**config.mk**
```make
export PLATFORM = sky130hd
export DESIGN_NAME = mem_region_guard
export DESIGN_NICKNAME = d
export VERILOG_FILES = /design/src/rtl/mem_region_guard.sv
export SDC_FILE = /design/constraint.sdc
export NUM_CORES = 1
export LEC_CHECK = 0
export CAP_MARGIN = 5
export CELL_PAD_IN_SITES_DETAIL_PLACEMENT = 1
export CELL_PAD_IN_SITES_GLOBAL_PLACEMENT = 2
export CORE_MARGIN = 1.5
export CORE_UTILIZATION = 31
export CTS_CLUSTER_DIAMETER = 120
export DETAILED_ROUTE_END_ITERATION = 12
export DONT_BUFFER_PORTS = 1
export MAX_ROUTING_LAYER = met4
export PLACE_DENSITY_LB_ADDON = 0.1
export REMOVE_ABC_BUFFERS = 1
export SKIP_CTS_REPAIR_TIMING = 1
export SYNTH_ARGS = -nofsm -noshare
export SYNTH_HDL_FRONTEND = slang
export SYNTH_SLANG_ARGS = --single-unit
```
**constraint.sdc**
```tcl
create_clock -name clk -period 5 [get_ports clk]
set_clock_uncertainty 0.15 [all_clocks]
set_input_delay 0.75 -clock clk [delete_from_list [all_inputs] [get_ports clk]]
set_output_delay 0.75 -clock clk [all_outputs]
set_load 0.02 [all_outputs]
```
**src/rtl/mem_region_guard.sv**
```systemverilog
module mem_region_guard #(
  parameter int NUM_DESC = 4,
  parameter int NUM_DOM  = 16,
  parameter int ADDR_W   = 32,
  localparam int SEL_W   = (NUM_DESC > 1) ? $clog2(NUM_DESC) : 1,
  localparam int DOM_W   = (NUM_DOM > 1) ? $clog2(NUM_DOM) : 1,
  localparam int POL_W   = 3 * NUM_DOM
) (
  input  logic              clk,
  input  logic              rst_n,
  input  logic              cfg_we,
  input  logic [SEL_W-1:0]  cfg_sel,
  input  logic [1:0]        cfg_word,
  input  logic [31:0]       cfg_wdata,
  input  logic              acc_valid,
  input  logic [ADDR_W-1:0] acc_addr,
  input  logic [DOM_W-1:0]  acc_dom,
  input  logic              acc_write,
  output logic              chk_valid,
  output logic              chk_allow
);

  logic [ADDR_W-1:0] base_q [NUM_DESC];
  logic [4:0]        sz_q   [NUM_DESC];
  logic [7:0]        srd_q  [NUM_DESC];
  logic [POL_W-1:0]  pol_q  [NUM_DESC];
  logic [1:0]        lock_q [NUM_DESC];
  logic [NUM_DESC-1:0] vld_q;
  logic [NUM_DESC-1:0] hit;
  logic dom_ok;

  assign dom_ok = (32'(acc_dom) < NUM_DOM);

  always_ff @(posedge clk or negedge rst_n) begin
    if (!rst_n) begin
      for (int i = 0; i < NUM_DESC; i++) begin
        base_q[i] <= '0;
        sz_q[i]   <= '0;
        srd_q[i]  <= '0;
        pol_q[i]  <= '0;
        lock_q[i] <= '0;
        vld_q[i]  <= 1'b0;
      end
    end else begin
      for (int i = 0; i < NUM_DESC; i++) begin
        if (cfg_we && cfg_sel == SEL_W'(i) && lock_q[i] == 2'b00) begin
          case (cfg_word)
            2'd0: base_q[i] <= cfg_wdata[ADDR_W-1:0];
            2'd1: begin
              sz_q[i]  <= cfg_wdata[4:0];
              srd_q[i] <= cfg_wdata[15:8];
            end
            2'd3: begin
              lock_q[i] <= cfg_wdata[30:29];
              vld_q[i]  <= cfg_wdata[31];
            end
            default: ;
          endcase
          for (int d = 0; d < NUM_DOM; d++) begin
            if ((d < 8 && cfg_word == 2'd2) || (d >= 8 && cfg_word == 2'd3))
              pol_q[i][3*d +: 3] <= cfg_wdata[3*(d%8) +: 3];
          end
        end
      end
    end
  end

  for (genvar i = 0; i < NUM_DESC; i++) begin : g_desc
    logic [63:0] lowm, a64, b64, offs;
    logic [2:0]  part, pol;
    logic        legal, inwin;

    assign lowm  = (64'd1 << (sz_q[i] + 6'd1)) - 64'd1;
    assign a64   = 64'(acc_addr);
    assign b64   = 64'(base_q[i]);
    assign offs  = a64 & lowm;
    assign part  = 3'(offs >> (sz_q[i] - 5'd2));
    assign pol   = pol_q[i][3*acc_dom +: 3];
    assign legal = (sz_q[i] >= 5'd4) && ((b64 & lowm) == 64'd0)
                   && !((srd_q[i] != 8'd0) && (sz_q[i] < 5'd7));
    assign inwin = ((a64 & ~lowm) == (b64 & ~lowm));
    assign hit[i] = vld_q[i] && legal && inwin && !srd_q[i][part]
                    && (acc_write ? pol[1] : pol[0]) && dom_ok;

    a_r11_lock_freezes: assert property (@(posedge clk) disable iff (!rst_n)
      (lock_q[i] != 2'b00) |=> ($stable(base_q[i]) && $stable(sz_q[i]) && $stable(srd_q[i])
                                && $stable(pol_q[i]) && $stable(vld_q[i])));

    a_r11_no_write_no_change: assert property (@(posedge clk) disable iff (!rst_n)
      !cfg_we |=> ($stable(vld_q[i]) && $stable(pol_q[i]) && $stable(lock_q[i])));
  end

  always_ff @(posedge clk or negedge rst_n) begin
    if (!rst_n) begin
      chk_valid <= 1'b0;
      chk_allow <= 1'b0;
    end else begin
      chk_valid <= acc_valid;
      chk_allow <= acc_valid && dom_ok && (|hit);
    end
  end

  a_r2_allow_needs_valid: assert property (@(posedge clk) disable iff (!rst_n)
    chk_allow |-> chk_valid);

  a_r2_verdict_follows: assert property (@(posedge clk) disable iff (!rst_n)
    acc_valid |=> chk_valid);

  a_r2_idle_quiet: assert property (@(posedge clk) disable iff (!rst_n)
    !acc_valid |=> (!chk_valid && !chk_allow));

  a_r10_none_valid_denies: assert property (@(posedge clk) disable iff (!rst_n)
    (acc_valid && vld_q == '0) |=> !chk_allow);

  a_r1_reset_clean: assert property (@(posedge clk)
    $rose(rst_n) |-> (vld_q == '0 && !chk_allow));

endmodule

```
Word level (Yosys, flattened, before mapping) --
Cells that the tools add are included. W data, S select, Z words.
Word-level totals: register bits after elaboration 386, bits in latches 0, bits in writable memories 0, bits in read-only memories 0, output and inout port bits 2, word-level logic and storage cells 185, memories kept 0
Cells by class: add/subtract/negate cells 12, $mul 1, divide/modulo/power cells 0, order comparisons 12, equality and inequality tests 10, shift-type cells 12, muxes and demuxes 12, bitwise logic cells 20, reduce and logical (&&, ||, !) cells 76
Operator list (number):
- $and A32 B64 Y64 | 16
- $eq A64 B64 Y1 | 4
- $logic_not A64 Y1 | 4
- $not A64 Y64 | 4
- $shl A1 B6 Y64 const A | 4
- $shr A64 B5 Y3 | 4
- $sub A64 B1 Y64 const B | 4
- $shiftx A48 B7 Y2 | 4
- $logic_and A1 B1 Y1 | 37
- $reduce_and A2 Y1 | 16
- $reduce_bool A8 Y1 | 4
- $add A5 B1 Y6 const B | 4
- $ge A5 B3 Y1 const B | 4
- $lt A5 B3 Y1 const B | 4
- $sub A5 B2 Y5 const B | 4
- $lt A3 B4 Y1 const B | 4
- $bmux W1 S3 | 4
- $logic_not A2 Y1 | 6
- $eq A2 B2 Y1 const B | 4
- $logic_not A1 Y1 | 8
- $mux W1 | 8
- $mul A2 B4 Y6 const A | 1
- $eq A2 B1 Y1 const B | 2
- $reduce_or A4 Y1 | 1

Longest topological paths before layout --
depth in word-level cells 13, mapped depth 19, depth with buffers taken out 15

Worst setup path after synthesis --
No wires, ideal clock.
kind reg-to-reg, start reg sz_q[11] (netlist name), end reg chk_allow, arrival 3.901 ns, required time 4.724 ns, slack 0.823 ns, stages on the path, launching flop included 18, path through dfrtp_1 -> buf_4 -> buf_4 -> clkbuf_1 -> buf_2 -> nor2b_1 -> nand3_1 -> ha_1 -> o31ai_1 -> a21o_1 -> or4_4 -> a221oi_2 -> o22ai_1 -> a211o_1 -> mux2i_1 -> a211oi_1 -> o32ai_1 -> a221o_1
Between the ends: word-level cells in the longest chain between the ends 13, elaborated cells on any way between the ends 27, those cells by class 3 x add/sub; 2 x order compare; 1 x eq/ne; 2 x shift; 2 x mux; 5 x bitwise; 12 x reduce/logical
RTL lines:
- from (decl) | line 24 | logic [4:0] sz_q [NUM_DESC];
- from (signal, indexed assignment) | line 50 | sz_q[i] <= cfg_wdata[4:0];
- branches (longest 9 deep; another with $sub A64 B1 Y64)
- $logic_and A1 B1 Y1 * | line 82 | assign hit[i] = vld_q[i] && legal && inwin && !srd_q[i][part]
- $logic_and A1 B1 Y1 * | line 83 | && (acc_write ? pol[1] : pol[0]) && dom_ok;
- $reduce_or A4 Y1 * | line 99 | chk_allow <= acc_valid && dom_ok && (|hit);
- $logic_and A1 B1 Y1 * | line 99
- to (signal assigned) | line 99
- to (decl) | line 20 | output logic chk_allow
Mark *: on every way between the ends. The select of a mux whose other input is x is not followed. A chain may end at the register's enable or synchronous reset.

Worst setup path in the final report --
start reg sz_q[10] (netlist name), end reg chk_allow
Same word-level chain as after synthesis.

==> metrics.md <==
| Metric | Value |
|---|---|
| Vias in the first global route | 26400 |
| Largest net degree at the start of global routing | about 320 |
| Most used DFF post-synth | sky130_fd_sc_hd__dfrtp_1 |
| Via density per instance | about 6.5 |
| Nets | 2986 |
| VDD IR-drop max | 0.000266 V |
| Post-Route Hold Slack | -301 ps |
| P_leak | 0.0113 uW |
| Number of max-cap violations | 0 |
| Count of input and output buffers | 0 |
| Sum of negative setup slack | 0 ps |
| Global-route total usage across every layer | 0.341 |
| Type of the worst setup path | reg -> reg |
| Fillers | 9688 |
| Worst-case clock buffer depth | 3 |
| Final Routed Wirelength | ~150000 um |
| Max H-tree Level | 2 |
| Post-Syn Area per Cell | 8.91 um2 |
| Final global-route overflow total | 0 |
| Worst Max-Slew Pin Slew | around 1300 ps |
| Die height | 294 um |
| Arrival @ worst endpoint | 5240 ps |
| Post-DP HPWL | 108000 um |
| Total vias in the final route | roughly 26000 |
| GPL Wtd Cong | approximately 0.96 |
| Standard-cell row count | approximately 110 |
| Max-slew violation count | 0 |
| Time the final worst path needs with I/O delays and setup | 4870 ps |
| Pre-Repair DR Iteration Count | 5 |
| Cell area after synthesis | ~26000 um2 |
| Count of flip-flops with a built-in enable after synthesis | 0 |
| Commonest non-fill, non-tap cell in the layout | sky130_fd_sc_hd__dfrtp_1 |
| Number of CTS-inserted buffers | 40 |
| Worst-case headroom to the max-slew limit | 0.136 |
| Warning count from the yosys run | 0 |
| Top layer reached by signal wires | met4 |
| Highest-count cells in the layout ignoring fill and taps | sky130_fd_sc_hd__dfrtp_1 (312), sky130_fd_sc_hd__mux2_2 (288), sky130_fd_sc_hd__nand2_1 (227) |
| Met2 routed WL | 67700 um |
| Post-synthesis sequential element count | between 300 and 400 |
| Met3 WL post-DR | 10100 um |
| Endpoints failing setup | 0 |
| Cell area power density | a little over 600 nW/um2 |
| Final cycle utilization of the critical path | 0.973 |
| FFs w/ async S/R, synth | 1.00 |
| Width of the die | 294 um |
| Finished Cell Area | approximately 29000 um2 |
| Fraction of layout instances using a drive strength above 1 | 0.217 |
| Drt first-iter violations | 2852 |
| Violated checks | hold timing |
| Number of non-filler instances in the completed layout | between 4000 and 5000 |
| Clk Latency, worst-skew pair | ~600 ps |
| Number of top-level pins | 79 |
| CP startpoint kind | flop |
| RSZ-0062 raised after global routing | no |
| Initial antenna violation count | 20 |
| Type of element capturing the critical path | flop |
| Number of failing hold endpoints at the final stage | 322 |
| Initial standard-cell utilization of the core | 0.314 |
| Clock sinks | 322 |
| Clock root buffer | sky130_fd_sc_hd__clkbuf_16 |
| Antenna-violating nets left | 0 |
| Core Region | between 80000 and 90000 um2 |
| Post-detailed-route wirelength per cell | around 36 um |
| Outcome | complete, but fails checks |
| Synthesized instance count | 2956 |
| Clock transition at path regs | 60 ps |
| HP Class | in -> async |
| Dpl cells | between 3000 and 4000 |
| Area after DPL | 27900 um2 |
| Highest net fanout along the worst path | 23 |
| Sequential element share of the synthesized area | 0.306 |
| Layout Area Growth over Synthesis | 11.5% |
| Count of cell types in the netlist | 106 |
| Required time reported for the critical path endpoint | around 5400 ps |
| Timing-limited maximum frequency | 0.205 GHz |
| TritonCTS clock tree | done |
| Routed length on met1 | 62400 um |
| Count of unresolved DRC violations after routing | 0 |
| Die footprint | between 80000 and 90000 um2 |
| First-pass GRT wire length | 206000 um |
## logic make-up (layout without fill, tap and decap cells)
logic type	Yosys count	count (layout)	share of synthesized area
adder cells (fa/ha/maj)	12	12	0.00570
XOR/XNOR	154	154	0.0525
buffers and inverters	332	302	0.0539
AND/OR/NAND/NOR	971	971	0.190
AO/OA/AOI/OAI	803	803	0.221
flip-flops	322	322	0.306
other	0	9	0
multiplexers	362	362	0.171
## where the power goes
part	switching (uW)	internal [uW]
clock	1260	1860
combinational	6700	3920
sequential	716	3390
## worst paths after layout
| kind | from | end | slack (ps) | cells after the start |
|---|---|---|---|---|
| setup / recovery | sz_q[10] | chk_allow | 130 | 13 |
| hold / removal | rst_n | pol_q[7] | -300 | 0 |
| setup reg to reg | sz_q[10] | chk_allow | 130 | 13 |
| hold reg to reg | lock_q[0] | lock_q[0] | 310 | 1 |
| max in group asynchronous | rst_n | sz_q[16] | 3980 | 0 |
| min in group clk | acc_valid | chk_valid | 30 | 0 |
## state kept, by name (all words and copies together) (netlist names)
| register | count |
|---|---|
| base_q | 128 |
| pol_q | 128 |
| srd_q | 32 |
| sz_q | 20 |
| lock_q | 8 |
| vld_q | 4 |
| chk_allow | 1 |
| chk_valid | 1 |
## area by class of cell
class	instances	area [um2]	area share
clock buffer	54	1120	0.0383
inverter	62	233	0.00793
timing repair buffer	169	1320	0.0451
multi-input combinational	2302	16900	0.575
antenna	9	22.5	0.000767
sequential	322	8070	0.275
clock inverter	17	284	0.00968
tap	1134	1420	0.0483
## through the flow
step                      utilization  setup slack (ps)  total power [uW]
after CTS                       0.350              90.8             17700
after floorplan                     -              -755             10300
after detailed placement        0.333               129             14500
after global placement          0.333              19.0             14400
after global routing            0.350              26.9             18600
final                           0.350               133             17800
## cell usage after synthesis, types with 60 or more instances
library cell,n,share of area
sky130_fd_sc_hd__xor2_1,61,0.020
sky130_fd_sc_hd__buf_2,83,0.016
sky130_fd_sc_hd__clkbuf_1,161,0.023
sky130_fd_sc_hd__mux2_2,288,0.12
sky130_fd_sc_hd__nor3_1,78,0.015
sky130_fd_sc_hd__o21ai_0,140,0.027
sky130_fd_sc_hd__xnor2_1,90,0.030
sky130_fd_sc_hd__nor2_1,186,0.027
sky130_fd_sc_hd__a21oi_1,102,0.019
sky130_fd_sc_hd__nand3_1,122,0.023
sky130_fd_sc_hd__nand4_1,60,0.014
sky130_fd_sc_hd__dfrtp_1,322,0.31
sky130_fd_sc_hd__nand2_1,227,0.032
## critical path: stages (launching register included)
cell	delay, ps
sky130_fd_sc_hd__dfrtp_2	570
sky130_fd_sc_hd__and2_1	250
sky130_fd_sc_hd__nand3_1	80
sky130_fd_sc_hd__ha_1	330
sky130_fd_sc_hd__o31ai_1	220
sky130_fd_sc_hd__a211o_1	350
sky130_fd_sc_hd__nor3_2	630
sky130_fd_sc_hd__a31oi_1	240
sky130_fd_sc_hd__o32a_1	390
sky130_fd_sc_hd__a211o_1	380
sky130_fd_sc_hd__a221oi_1	360
sky130_fd_sc_hd__a211oi_1	110
sky130_fd_sc_hd__o32ai_1	550
sky130_fd_sc_hd__a221o_1	200
## metal layers
metal	track usage	vias to the layer above
met4	0.121	0
met5	-	-
met2	0.539	1131
met3	0.0524	214
li1	-	11200
met1	0.444	13800
(Power assumes the default switching activity.)
